**config.mk**
```make
export PLATFORM = sky130hd
export DESIGN_NAME = idx_regport
export DESIGN_NICKNAME = d
export VERILOG_FILES = /design/src/rtl/idxp_pkg.sv /design/src/rtl/idx_pointer.sv /design/src/rtl/idx_space.sv /design/src/rtl/sense_ctl.sv /design/src/rtl/idx_regport.sv
export SDC_FILE = /design/constraint.sdc
export NUM_CORES = 1
export LEC_CHECK = 0
export BUFFER_PORTS_ARGS = -buffer_cell sky130_fd_sc_hd__buf_2
export CAP_MARGIN = 30
export CORE_UTILIZATION = 40
export CTS_CLUSTER_SIZE = 25
export DETAILED_ROUTE_END_ITERATION = 16
export GPL_TIMING_DRIVEN = 0
export PLACE_DENSITY = 0.64
export SETUP_SLACK_MARGIN = 0.3
export SKIP_LAST_GASP = 1
export SYNTH_ARGS = -nofsm -noshare
export SYNTH_HDL_FRONTEND = slang
export SYNTH_SLANG_ARGS = --single-unit
export TNS_END_PERCENT = 10
```
**constraint.sdc**
```tcl
create_clock -name clk -period 2.3 [get_ports clk]
set_input_delay 0.46 -clock clk [delete_from_list [all_inputs] [get_ports clk]]
set_output_delay 0.46 -clock clk [all_outputs]
set_load 0.01 [all_outputs]
```
**src/rtl/idxp_pkg.sv**
```systemverilog
package idxp_pkg;
  localparam int DW = 8;
  localparam int IW = 2 * DW;

  localparam logic [2:0] SEL_PAL = 3'b011;
  localparam logic [2:0] SEL_ILO = 3'b100;
  localparam logic [2:0] SEL_IHI = 3'b101;
  localparam logic [2:0] SEL_DAT = 3'b110;
  localparam logic [2:0] SEL_CTL = 3'b111;

  // storable bits of the miscellaneous control byte (2..1 reserved)
  localparam logic [DW-1:0] MISC_KEEP = 8'hF9;

  // pointer advance: one 16-bit step, wrapping at the top
  function automatic logic [IW-1:0] idx_step(input logic [IW-1:0] v);
    return v + {{(IW-1){1'b0}}, 1'b1};
  endfunction

  function automatic logic [DW-1:0] keep_bits(input logic [DW-1:0] d,
                                              input logic [DW-1:0] m);
    return d & m;
  endfunction
endpackage

```
**src/rtl/idx_pointer.sv**
```systemverilog
module idx_pointer
  import idxp_pkg::*;
(
  input  logic          clk,
  input  logic          rst_n,
  input  logic          lo_we,
  input  logic          hi_we,
  input  logic          ctl_we,
  input  logic          data_acc,
  input  logic [DW-1:0] wdata,
  output logic [IW-1:0] index,
  output logic          inc_en
);
  logic          step_now;
  logic [IW-1:0] index_nx;

  assign step_now = data_acc && inc_en;
  assign index_nx = idx_step(index);

  always_ff @(posedge clk or negedge rst_n) begin
    if (!rst_n) begin
      inc_en <= 1'b0;
    end else if (ctl_we) begin
      inc_en <= wdata[0];
    end
  end

  always_ff @(posedge clk or negedge rst_n) begin
    if (!rst_n) begin
      index <= '0;
    end else if (lo_we) begin
      index[DW-1:0] <= wdata;
    end else if (hi_we) begin
      index[IW-1:DW] <= wdata;
    end else if (step_now) begin
      index <= index_nx;
    end
  end

  // an enabled data access steps the pointer by one at that edge
  a_r5_step: assert property (@(posedge clk) disable iff (!rst_n)
    (data_acc && inc_en && !lo_we && !hi_we) |=> (index == $past(index) + 16'd1));

  // with auto-advance off a data access leaves the pointer alone
  a_r4_hold: assert property (@(posedge clk) disable iff (!rst_n)
    (data_acc && !inc_en && !lo_we && !hi_we) |=> $stable(index));

  // top of the range wraps to zero
  a_r6_wrap: assert property (@(posedge clk) disable iff (!rst_n)
    (data_acc && inc_en && index == 16'hFFFF) |=> (index == 16'h0000));
endmodule

```
**src/rtl/idx_space.sv**
```systemverilog
module idx_space
  import idxp_pkg::*;
#(
  parameter logic [IW-1:0] MISC_ADDR = 16'h0070
) (
  input  logic          clk,
  input  logic          rst_n,
  input  logic [IW-1:0] index,
  input  logic          data_we,
  input  logic [DW-1:0] wdata,
  output logic [DW-1:0] rd_val,
  output logic [DW-1:0] misc
);
  logic hit_misc;

  assign hit_misc = (index == MISC_ADDR);
  assign rd_val   = hit_misc ? misc : '0;

  always_ff @(posedge clk or negedge rst_n) begin
    if (!rst_n) begin
      misc <= '0;
    end else if (data_we && hit_misc) begin
      misc <= keep_bits(wdata, MISC_KEEP);
    end
  end

  // a write to any other index leaves the control byte untouched
  a_r8_no_side: assert property (@(posedge clk) disable iff (!rst_n)
    (data_we && !hit_misc) |=> $stable(misc));
endmodule

```
**src/rtl/sense_ctl.sv**
```systemverilog
module sense_ctl (
  input  logic dis,
  input  logic pick_lat,
  input  logic sense_unl,
  input  logic sense_lat,
  output logic sense_out,
  output logic sense_oe
);
  assign sense_oe  = !dis;
  assign sense_out = pick_lat ? sense_lat : sense_unl;
endmodule

```
**src/rtl/idx_regport.sv**
```systemverilog
module idx_regport
  import idxp_pkg::*;
#(
  parameter logic [15:0] MISC_ADDR = 16'h0070
) (
  input  logic       clk,
  input  logic       rst_n,
  input  logic [2:0] sel,
  input  logic       wr_en,
  input  logic       rd_en,
  input  logic [7:0] wdata,
  output logic [7:0] rdata,
  input  logic [7:0] pal_rd_addr,
  input  logic [1:0] pal_state,
  input  logic       sense_unl,
  input  logic       sense_lat,
  output logic       sense_out,
  output logic       sense_oe,
  output logic       sig_en,
  output logic       mask_en,
  output logic       pal_fmt,
  output logic       wide_bus
);
  logic          lo_we, hi_we, ctl_we, data_we, data_acc;
  logic [IW-1:0] index;
  logic          inc_en;
  logic [DW-1:0] space_rd, misc;
  logic [DW-1:0] pal_view, rd_mux;

  assign lo_we    = wr_en && (sel == SEL_ILO);
  assign hi_we    = wr_en && (sel == SEL_IHI);
  assign ctl_we   = wr_en && (sel == SEL_CTL);
  assign data_we  = wr_en && (sel == SEL_DAT);
  assign data_acc = (wr_en || rd_en) && (sel == SEL_DAT);

  idx_pointer u_ptr (
    .clk(clk), .rst_n(rst_n), .lo_we(lo_we), .hi_we(hi_we), .ctl_we(ctl_we),
    .data_acc(data_acc), .wdata(wdata), .index(index), .inc_en(inc_en)
  );

  idx_space #(.MISC_ADDR(MISC_ADDR)) u_space (
    .clk(clk), .rst_n(rst_n), .index(index), .data_we(data_we),
    .wdata(wdata), .rd_val(space_rd), .misc(misc)
  );

  sense_ctl u_sense (
    .dis(misc[4]), .pick_lat(misc[3]), .sense_unl(sense_unl),
    .sense_lat(sense_lat), .sense_out(sense_out), .sense_oe(sense_oe)
  );

  assign sig_en   = misc[7];
  assign mask_en  = misc[6];
  assign pal_fmt  = misc[5];
  assign wide_bus = misc[0];

  assign pal_view = pal_fmt ? {6'b0, pal_state} : pal_rd_addr;

  always_comb begin
    case (sel)
      SEL_PAL: rd_mux = pal_view;
      SEL_ILO: rd_mux = index[DW-1:0];
      SEL_IHI: rd_mux = index[IW-1:DW];
      SEL_DAT: rd_mux = space_rd;
      SEL_CTL: rd_mux = {7'b0, inc_en};
      default: rd_mux = '0;
    endcase
  end

  assign rdata = rd_en ? rd_mux : '0;

  // reserved control bits never show on a read
  a_r2_ctl_resv: assert property (@(posedge clk) disable iff (!rst_n)
    (rd_en && sel == SEL_CTL) |-> (rdata[7:1] == 7'b0));

  // unimplemented indexed addresses read as zero
  a_r8_unimpl_zero: assert property (@(posedge clk) disable iff (!rst_n)
    (rd_en && sel == SEL_DAT && index != MISC_ADDR) |-> (rdata == 8'h00));

  // reserved control-byte bits never show on a read
  a_r7_misc_resv: assert property (@(posedge clk) disable iff (!rst_n)
    (rd_en && sel == SEL_DAT) |-> (rdata[2:1] == 2'b0));

  // state format keeps the upper six bits clear
  a_r9_fmt: assert property (@(posedge clk) disable iff (!rst_n)
    (rd_en && sel == SEL_PAL && pal_fmt) |-> (rdata[7:2] == 6'b0));
endmodule

```
---- Yosys cells after proc, flatten, opt, wreduce, memory -nomap -nowiden ----
Cells that the tools add are included.
W data, S select, Z words.
storage, ports and cells
  register bits after elaboration ......... 23
  bits of input ports ..................... 27
  logic and storage cells ................. 35
  output and inout bits ................... 14
cells by class
  reduce and logical (&&, ||, !) cells .... 13
  $add $sub $neg .......................... 1
  multiplexer cells ....................... 9
  eq/ne operators ......................... 7
  bitwise operators ....................... 1
operators by type and width
  kind                     count
  $mux W8                  6
  $pmux W8 S5              1
  $add A16 B1 Y16 const B  1
  $eq A16 B7 Y1 const B    1
  $mux W16                 1
  $eq A3 B3 Y1 const B     4
  $logic_and A1 B1 Y1      7
  $reduce_and A2 Y1        2
  $reduce_bool A2 Y1       2
  $eq A3 B2 Y1 const B     1
  $ne A2 B2 Y1 const B     1
  $logic_not A1 Y1         1
  $logic_or A1 B1 Y1       1
  $mux W1                  1
  $not A1 Y1               1

---- Longest topological paths before layout ----
Gate-level depths: netlist of the first run.
  depth after elaboration ................. 6
  depth in mapped cells ................... 7
  mapped depth without buffers ............ 6

---- Hierarchy ----
From an unflattened synthesis of the first run, not the netlist that was laid out.
unflattened totals
  cells, all modules ...................... 210
  area total of the unflattened synthesis .. 1854.3 um^2
modules (own cells, without submodules)
  module       area each (um^2)  cells an instance  seq. area each (um^2)  instances
  idx_pointer  1061.0            119                425.4                  1
  idx_regport  395.4             60                 0.0                    1
  idx_space    379.1             29                 150.1                  1
  sense_ctl    18.8              2                  0.0                    1

---- Worst setup path after synthesis of the first run ----
No wires, ideal clock.
  kind .................................... input port to output port
  start ................................... input port sel[0]
  end ..................................... output port rdata[3]
  cell stages on the path ................. 6
  buffers on the path ..................... 2
  arrival time ............................ 1.680 ns
  data required time ...................... 1.840 ns
  slack ................................... 0.160 ns
  cell sequence ........................... clkbuf_1 buf_2 nand2_1 nor3_1 a21oi_1 a21oi_1
on the way
  word-level cells in the longest chain between the ends .. 3
  elaborated cells on any way between the ends .. 7
  classes of those cells .................. eq/ne (5); mux (2)
RTL lines
  what                                                 RTL line           source
  start, declared                                      idx_regport.sv:8   input logic [2:0] sel,
  $eq A3 B3 Y1 / $eq A3 B2 Y1 (equally long branches)  idx_regport.sv:59  case (sel)
  $pmux W8 S5 (*)                                      idx_regport.sv:59
  $mux W8 (*)                                          idx_regport.sv:69  assign rdata = rd_en ? rd_mux : '0;
  end, declared                                        idx_regport.sv:12  output logic [7:0] rdata,
Every way passes the cells marked *; elsewhere a longest branch is shown, timed or not.

---- Worst setup path after layout of the first run ----
  start ................................... register u_ptr.index[7]
  end ..................................... output port rdata[5]
on the way
  word-level cells in the longest chain between the ends .. 4
RTL lines
  what                             RTL line           source
  start, declared                  idx_pointer.sv:11  output logic [IW-1:0] index,
  start signal, assigned by index  idx_pointer.sv:32  index[DW-1:0] <= wdata;
  start signal, assigned by index  idx_pointer.sv:34  index[IW-1:DW] <= wdata;
  start signal, assigned           idx_pointer.sv:36  index <= index_nx;
  $eq A16 B7 Y1                    idx_space.sv:16    assign hit_misc = (index == MISC_ADDR);
  $mux W8                          idx_space.sv:17    assign rd_val = hit_misc ? misc : '0;
  $pmux W8 S5                      idx_regport.sv:59
  $mux W8                          idx_regport.sv:69
Every way passes these cells.

==> flow_summary.ini, run 1 <==
[run_status]
status = finished with violations
failed_checks = setup timing

[place]
place_inst = 293
gp_routability_congestion = 0.887
post-dp-hpwl_um = 3680
portBuffers = 38

[worst_setup_path]
timing.critical_path.fanout_max = 7
timing.critical_path.to_type = output pin
worst_ep_arrival_time_ns = 1.89
cp_top_family = simple AND/OR/NAND/NOR gates
end_of_the_worst_register_to_register_path = u_space.misc[7]
regToRegSetupSlack_ns = 0.36
timing.setup.critical_path_class = reg2out
worst_setup_path_start_kind = register
cp.required_ns = 1.84
worst_path_largest_cell_delay_ns = 0.55
timing.critical_path.cells = or4_4, nor4_4, buf_6, nand3_1, a21oi_1, buf_2
cp_num_buf_inv = 2
crit-reg2reg-launch = u_ptr.index[1]
timing.critical_path.slowest_stage_cell = or4_4
r2r.worst_path.cells = 8

[clock_network]
tritoncts = built
clock_tree.buffer_depth = 2
worst_skew_pair.late_latency_ns = 0.27
clock-root-buffer = clkbuf_8
cts.sink_count = 23
clock_buffers_created_by_tritoncts = 3
h-tree-depth = 1
clk_transition_reported_paths_ns = 0.09

[layout]
antenna_cells = 0
post_layout_utilization_of_the_core_pct = 51.5
area_growth_pct = 22.1
finalNonFillerCells = 304
final.fill_count = 397
nNetsFinal = 284
drive_gt1_share_pct = 27.2

[sta]
worst_slew_pin_slew_ns = 0.749
fin_worst_hold_slack_ns = 0.149
min_period_over_period_pct = 102
max_slew_margin_pct = 49.8
final.setup.worst_slack_ns = -0.0537
final_hold_vio_count = 0
rsz0062_at_grt = yes
setup_violations = 6
fmax_mhz = 425
setup_skew_after_layout_ns = 0.00843
min_period_ns = 2.35
timing_max_transition_violations_final = 0

[logic_synthesis]
synth_top_cells_by_count = a21oi_1, dfrtp_1, nand2_1
post-synth-top-area-cell = dfrtp_1
number_of_library_cell_types_mapped_by_synthesis = 37
post_synth_xor_area_fraction_pct = 0
syn-instance-count = 205
synth.cell_area_um2 = 1710
syn-mean-instance-area_um2 = 8.36
mappedNetlistNets = 234
largest_family_of_logic_cells_by_synthesized_area = simple AND/OR/NAND/NOR gates
ranking_of_synthesized_cells_by_area = dfrtp_1, a21oi_1, mux2i_1
synth.most_common_cell = a21oi_1
yosysSeqAreaShare_pct = 33.6
post_synth_mux_area_share_pct = 11.0
ys_warn_count = 0
ys_ff_latch = 23
synth.top_cell.area_share_pct = 33.6
synth_flop_cell = dfrtp_1
synth-edff-count = 0
ys_async_sr_fraction_pct = 100
yosys.area_share.simple_pct = 25.7
complex_gate_fraction_of_the_synthesized_area_pct = 23.6
post_synth_fa_ha_maj_area_fraction_pct = 1.46

[floorplanning]
standard_cell_core_area_um2 = 4060
boundaryPins = 41
die_w_um = 67.4
initial_core_util_pct = 42.2
placementRows = 23
die-area_um2 = 4550
die_height_um = 67.4

[drt]
vias_per_cell = 5.95
initialDrtViolationCount = 91
route.detailed.drc = 0
ant_nets = 0
wirelength_um = 5110
dr.pass1.iters = 4
route.detailed.wl_per_inst_um = 16.8
routed-via-count = 1808

[power]
share_comb_of_total_power_pct = 33.7
p_int_w = 0.000831
seq_power_share_pct = 47.1
power_density_nw_per_um2 = 653
total_leakage_power_nw = 0.915
clock_power_share_pct = 19.2
switching_share_pct = 39.1
p_sw_w = 0.000534
vdd_ir_drop_max_uv = 379

[global_route]
groute.layer.met2.usage_pct = 35.4
antenna_found_initial = 0
first_global_vias = 1553
grt_start_max_net_pins = 24
gr-usage-met1_pct = 36.4
grtUsageTotal_pct = 24.1
groute.layer.met3.usage_pct = 2.36
first_pass_grt_wire_length_um = 8110
grt_remaining_overflow = 0
globalRoute.busiestLayer = met1

[worst_hold_path]
timing.hold.worst.class = in2async

[flow_run]
max_cap_violations = 0
==> metrics by stage <==
stage / TNS, ns / cell area (um2) / power [W] / setup WS [ns]
global placement: -0.0482 / 1970 / 0.00106 / -0.0147
global route: -0.888 / 2090 / 0.00146 / -0.120
detailed placement: -0.149 / 1970 / 0.00107 / -0.0364
finish: -0.234 / 2090 / 0.00136 / -0.0537
CTS: -0.778 / 2050 / 0.00135 / -0.137
floorplan: 0 / 1720 / 0.000898 / 0.227
==> per-layer routing <==
| metal | routed length (um) | part of all wire [%] |
|---|---|---|
| met3 | 266 | 5.2 |
| met4 | 80 | 1.6 |
| met2 | 2350 | 46 |
| met1 | 2410 | 47 |
| met5 | 0 | 0 |
==> power by group through the flow <==
stage | combinational (W) | clock (W) | sequential, W
final | 0.000460 | 0.000263 | 0.000643
after global routing | 0.000515 | 0.000282 | 0.000661
after CTS | 0.000446 | 0.000268 | 0.000638
after detailed placement | 0.000410 | 0 | 0.000656
after global placement | 0.000406 | 0 | 0.000651
after floorplan | 0.000298 | 0 | 0.000600
==> cell usage in the layout (no fill, tap or decap), types with 2 or more instances in the layout <==
cell type  instances
nand4_1            6
ha_1               2
mux2_2             7
nand2b_1           4
inv_1              5
dfrtp_1           21
o21ai_0            9
and4_1             4
o22ai_1            9
mux2i_1           11
clkbuf_8           3
nand4b_1           2
dfrtp_2            2
buf_6              2
a2bb2oi_1         10
clkbuf_1          11
buf_2             40
buf_4              6
nor2_1            12
nand3_1           16
nand2_1           21
a21oi_1           30
==> worst max-delay path by stage <==
stage | slack [ns] | start | cells past startpoint | endpoint
floorplan | 0.23 | u_ptr.index[7] | 4 | rdata[0]
global placement | -0.01 | sel[0] | 7 | rdata[7]
detailed placement | -0.04 | sel[0] | 7 | rdata[6]
CTS | -0.14 | u_ptr.index[7] | 6 | rdata[4]
global route | -0.12 | u_ptr.index[7] | 6 | rdata[4]
finish | -0.05 | u_ptr.index[7] | 6 | rdata[5]
==> worst reg2reg max path, stage by stage (launching register included) <==
cell and delay, ns:
dfrtp_1 0.44, inv_1 0.06, ha_1 0.17, and4bb_2 0.22, and4b_1 0.18, buf_6 0.14, buf_4 0.14, nand3_4 0.12
mux2_2 0.36
==> sequential cells by signal (all words and copies together) (netlist names) <==
signal        flops
u_ptr.inc_en      1
u_ptr.index      16
u_space.misc      6
==> cell type report <==
class	count	area (um2)	share of cell area [%]
flip-flops and latches	23	578	27.6
plain buffers	14	66.3	3.17
multi-input cells	162	1070	51.2
clock buffers	4	45.0	2.15
repair buffers	45	246	11.8
inverters	6	22.5	1.08
well taps	50	62.6	2.99
==> kinds of logic (layout without fill, tap and decap cells) <==
| group | Yosys count | in the layout |
|---|---|---|
| compound gates | 65 | 65 |
| fa+ha+maj | 2 | 2 |
| buf+inv | 20 | 69 |
| flops | 23 | 23 |
| mux | 18 | 18 |
| simple gates | 77 | 77 |
==> timing repair <==
item	4_1_cts	5_1_grt
setup endpoints to repair	14	19
setup buffers	4	3
hold buffers	0	0
pin swaps	3	4
resized for setup	4	7
Note: power is estimated with default switching activity, not from simulation.
==> inputs of run 2 (changes only) <==
--- a/config.mk
+++ b/config.mk
@@ -8,6 +8,7 @@
 export BUFFER_PORTS_ARGS = -buffer_cell sky130_fd_sc_hd__buf_2
 export CAP_MARGIN = 30
 export CORE_UTILIZATION = 40
+export CTS_BUF_LIST = sky130_fd_sc_hd__clkbuf_4
 export CTS_CLUSTER_SIZE = 25
 export DETAILED_ROUTE_END_ITERATION = 16
 export GPL_TIMING_DRIVEN = 0
==> flow_summary.ini, run 2 (synthesis gave the netlist of run 1 again) <==
[power]
total_leakage_power_nw = 0.910
p_int_w = 0.000786
p_sw_w = 0.000530
switching_share_pct = 40.2
power_density_nw_per_um2 = 632
share_comb_of_total_power_pct = 35.1
clock_power_share_pct = 16.4
seq_power_share_pct = 48.6
vdd_ir_drop_max_uv = 413
power_w = 0.00132

[worst_hold_path]
timing.hold.worst.class = in2async

[global_route]
grt_start_max_net_pins = 24
antenna_found_initial = 0
first_global_vias = 1560
grt_remaining_overflow = 0
first_pass_grt_wire_length_um = 8020
grtUsageTotal_pct = 23.9

[sta]
timing_max_transition_violations_final = 0
min_period_ns = 2.43
worst_slew_pin_slew_ns = 0.749
max_slew_margin_pct = 49.8
final_hold_vio_count = 0
setup_violations = 8
final.setup.worst_slack_ns = -0.128
min_period_over_period_pct = 106
rsz0062_at_grt = yes
setup_skew_after_layout_ns = 0.00922
fin_worst_hold_slack_ns = 0.0834
fmax_mhz = 412

[worst_setup_path]
cp.required_ns = 1.84
timing.setup.critical_path_class = reg2out
cp_top_family = simple AND/OR/NAND/NOR gates
worst_ep_arrival_time_ns = 1.97
cp_num_buf_inv = 2
timing.critical_path.slowest_stage_cell = or4_4
timing.critical_path.to_type = output pin
worst_path_largest_cell_delay_ns = 0.55
worst_setup_path_start_kind = register
timing.critical_path.fanout_max = 7
timing.critical_path.cells = or4_4, nor4_4, buf_6, nand3_1, a21oi_1, buf_2

[drt]
dr.pass1.iters = 4
route.detailed.wl_per_inst_um = 16.8
wirelength_um = 5090
routed-via-count = 1820
ant_nets = 0
vias_per_cell = 5.99
route.detailed.drc = 0
initialDrtViolationCount = 119

[clock_network]
clock_tree.buffer_depth = 2
clock_buffers_created_by_tritoncts = 3
clk_transition_reported_paths_ns = 0.14
h-tree-depth = 1
worst_skew_pair.late_latency_ns = 0.33
clock-root-buffer = clkbuf_4
tritoncts = built
cts.sink_count = 23

[layout]
drive_gt1_share_pct = 28.3
design_area_um2 = 2080
largest_registers = u_ptr.index (16), u_space.misc (6), u_ptr.inc_en (1)
final.fill_count = 396
post_layout_utilization_of_the_core_pct = 51.3
flip_flop_count_of_the_largest_register_all_copies_and_words_added = 16
antenna_cells = 0
area_growth_pct = 21.5
mostFrequentLayoutCells = buf_2, a21oi_1, nand2_1, dfrtp_1, nand3_1
layout.cells.most_common = buf_2
ff_latch_area_um2 = 578
nNetsFinal = 284
registers.top_by_ff_count = u_ptr.index
area_occupied_by_multi_input_gates_um2 = 1080

[floorplanning]
standard_cell_core_area_um2 = 4060
boundaryPins = 41
initial_core_util_pct = 42.2
placementRows = 23
die_height_um = 67.4
die-area_um2 = 4550
die_w_um = 67.4

[place]
placedInstanceArea_um2 = 1970
post-dp-hpwl_um = 3680
portBuffers = 38
placement.setup.worst_slack_ns = -0.0364
gp_routability_congestion = 0.887

[run_status]
failed_checks = setup timing
status = finished with violations

[flow_run]
max_cap_violations = 0
-- run 2: cell count changes in the layout (fill, tap and decap cells not counted) --
cell | before | now
clkbuf_1 | 11 | 10
nand3_1 | 16 | 15
clkbuf_8 | 3 | 0
nand3_2 | 0 | 1
a21oi_1 | 30 | 29
a21oi_2 | 0 | 1
buf_2 | 40 | 41
clkbuf_4 | 1 | 4
-- run 2: per-stage QoR --
stage	std cells	TNS (ns)
final	304	-0.739
after global routing	304	-1.53
after CTS	301	-1.23
after detailed placement	293	-0.149
after global placement	293	-0.0482
after floorplan	205	0
-- run 2: final timing paths --
path	from	endpoint	slack (ns)	cells past startpoint
hold reg to reg	u_space.misc[6]	u_space.misc[6]	0.55	1
min in group clk	wdata[0]	u_ptr.inc_en	0.41	3
setup reg to reg	u_ptr.index[0]	u_space.misc[7]	0.35	8
hold / removal	rst_n	u_ptr.index[1]	0.08	1
max in group asynchronous	rst_n	u_ptr.index[13]	1.83	1
setup / recovery	u_ptr.index[7]	rdata[5]	-0.13	6
-- run 2: timing repair --
item,CTS,global route
hold buffers,0,0
setup buffers,4,3
endpoints found under the setup margin,14,16
pin swaps,7,3
hold endpoints to repair,0,0
gates resized for setup,4,8
-- run 2: area by class of cell --
type,instances,share of cell area (%)
Clock buffer,4,1.44
Multi-Input combinational cell,162,51.8
Tap cell,50,3.00
Inverter,6,1.08
Sequential cell,23,27.8
Buffer,14,3.06
Timing Repair Buffer,45,11.8
-- run 2: worst register-to-register path: stages (launching register included) --
cell	delay (ns)
dfrtp_2	0.46
inv_2	0.05
ha_1	0.19
and4bb_2	0.22
and4b_1	0.18
buf_6	0.14
buf_4	0.14
nand3_4	0.12
mux2_2	0.36
-- run 2: power by group through the flow --
stage | logic (W) | clock network, W | registers, W
finish | 0.000462 | 0.000215 | 0.000639
floorplan | 0.000298 | 0 | 0.000600
global placement | 0.000406 | 0 | 0.000651
CTS | 0.000444 | 0.000220 | 0.000637
global route | 0.000516 | 0.000238 | 0.000659
detailed placement | 0.000410 | 0 | 0.000656
-- run 2: layer usage --
metal	up-vias	share of wire, %	GRT usage [%]
li1	873	-	-
met1	867	46	35.9
met2	69	45	35.6
met3	11	6.5	3.04
met4	0	1.7	6.12
met5	-	0	0
==> inputs of run 3 (changes only) <==
--- a/config.mk
+++ b/config.mk
@@ -17,5 +17,6 @@
 export SKIP_LAST_GASP = 1
 export SYNTH_ARGS = -nofsm -noshare
 export SYNTH_HDL_FRONTEND = slang
+export SYNTH_HIERARCHICAL = 1
 export SYNTH_SLANG_ARGS = --single-unit
 export TNS_END_PERCENT = 10
==> flow_summary.ini, run 3 <==
[layout]
registers.top_by_ff_count = u_ptr/index
post_layout_utilization_of_the_core_pct = 52.3
area_growth_pct = 24.8
flip_flop_count_of_the_largest_register_all_copies_and_words_added = 16
mostFrequentLayoutCells = buf_2, nand2_1, nor2_1, buf_4, o21ai_0
largest_registers = u_ptr/index (16), u_space/misc (6), u_ptr/inc_en (1)
final.fill_count = 415
drive_gt1_share_pct = 41.6
nNetsFinal = 296
area_occupied_by_multi_input_gates_um2 = 1210
antenna_cells = 0
ff_latch_area_um2 = 591
design_area_um2 = 2290
layout.cells.most_common = buf_2

[worst_setup_path]
cp_top_family = simple AND/OR/NAND/NOR gates
timing.setup.critical_path_class = reg2out
cp.required_ns = 1.84
timing.critical_path.to_type = output pin
timing.critical_path.cells = nor4b_4, and4_4, and2_4, mux4_2, a21oi_2, nor2_2, buf_2
worst_path_largest_cell_delay_ns = 0.47
timing.critical_path.fanout_max = 7
worst_ep_arrival_time_ns = 2.03
cp_num_buf_inv = 1
timing.critical_path.slowest_stage_cell = mux4_2
worst_setup_path_start_kind = register

[global_route]
grt_remaining_overflow = 0
grtUsageTotal_pct = 21.8
first_global_vias = 1712
first_pass_grt_wire_length_um = 8480
antenna_found_initial = 0
gr-usage-met1_pct = 31.3
groute.layer.met3.usage_pct = 3.05
globalRoute.busiestLayer = met2
grt_start_max_net_pins = 24
groute.layer.met2.usage_pct = 33.8

[place]
post-dp-hpwl_um = 3590
placedInstanceArea_um2 = 2120
portBuffers = 40
gp_routability_congestion = 0.821
placement.setup.worst_slack_ns = -0.316

[drt]
route.detailed.wl_per_inst_um = 16.1
vias_per_cell = 5.74
route.detailed.drc = 0
dr.pass1.iters = 4
ant_nets = 0
wirelength_um = 5130
initialDrtViolationCount = 124
routed-via-count = 1832

[floorplanning]
initial_core_util_pct = 42.0
die_w_um = 69.8
standard_cell_core_area_um2 = 4380
die-area_um2 = 4870
die_height_um = 69.8
placementRows = 24
boundaryPins = 41

[worst_hold_path]
timing.hold.worst.class = in2async

[logic_synthesis]
syn-instance-count = 208
synth.cell_area_um2 = 1840
syn-mean-instance-area_um2 = 8.84
ys_warn_count = 6

[sta]
min_period_over_period_pct = 108
worst_slew_pin_slew_ns = 0.551
final_hold_vio_count = 0
timing_max_transition_violations_final = 0
final.setup.worst_slack_ns = -0.188
min_period_ns = 2.49
setup_violations = 8
setup_skew_after_layout_ns = 0.00776
fmax_mhz = 402
max_slew_margin_pct = 63.3
rsz0062_at_grt = yes
fin_worst_hold_slack_ns = 0.0968

[clock_network]
clk_transition_reported_paths_ns = 0.14
clock_buffers_created_by_tritoncts = 3
cts.sink_count = 23
worst_skew_pair.late_latency_ns = 0.32
clock-root-buffer = clkbuf_4
tritoncts = built
h-tree-depth = 1
clock_tree.buffer_depth = 2
cts_hold_repair.buffers = 0

[power]
total_leakage_power_nw = 0.982
power_density_nw_per_um2 = 538
p_int_w = 0.000765
power_w = 0.00123
switching_share_pct = 38.0
share_comb_of_total_power_pct = 37.9
vdd_ir_drop_max_uv = 343
seq_power_share_pct = 45.9
clock_power_share_pct = 16.2
p_sw_w = 0.000469

[flow_run]
max_cap_violations = 0

[run_status]
status = finished with violations
failed_checks = setup timing
## run 3: timing repair
| action | CTS | global route |
|---|---|---|
| endpoints found under the setup margin | 18 | 24 |
| resized for setup | 13 | 4 |
| pin swaps | 5 | 6 |
| buffers inserted | 13 | 1 |
| hold endpoints to repair | 0 | 0 |
## run 3: layout make-up
cell class	count	share of cell area, %
plain buffers	13	3.11
flip-flops and latches	23	25.7
inverters	6	0.981
repair buffers	54	13.3
multi-input cells	167	52.8
clock inverters	1	0.218
well taps	52	2.84
clock buffers	3	0.981
## run 3: final timing paths
path / startpoint / end / slack [ns] / cells after the start
min: rst_n / u_ptr/index[12] / 0.1 / 1
max reg2reg: u_ptr/index[0] / u_ptr/index[10] / 0.39 / 6
min reg2reg: u_space/misc[7] / u_space/misc[7] / 0.55 / 1
min in group clk: wdata[2] / u_ptr/index[2] / 0.36 / 3
max: u_ptr/index[4] / rdata[0] / -0.19 / 7
max in group asynchronous: rst_n / u_ptr/index[0] / 1.80 / 1
## run 3: per-layer routing
layer  vias up  wire [um]
met5         -          0
met1       873       2370
li1        886          -
met3         5        371
met4         0         38
met2        68       2350
## run 3: power groups by stage
stage	Clock (W)	Sequential, W	Combinational, W
global route	0.000227	0.000575	0.000523
floorplan	0	0.000572	0.000219
finish	0.000200	0.000566	0.000468
CTS	0.000204	0.000564	0.000453
global placement	0	0.000612	0.000298
detailed placement	0	0.000613	0.000304
## run 3: per-stage QoR
stage	TNS, ns	cells
global placement	-1.97	301
CTS	-0.965	318
detailed placement	-2.54	301
floorplan	0	209
finish	-0.957	319
global route	-2.29	319
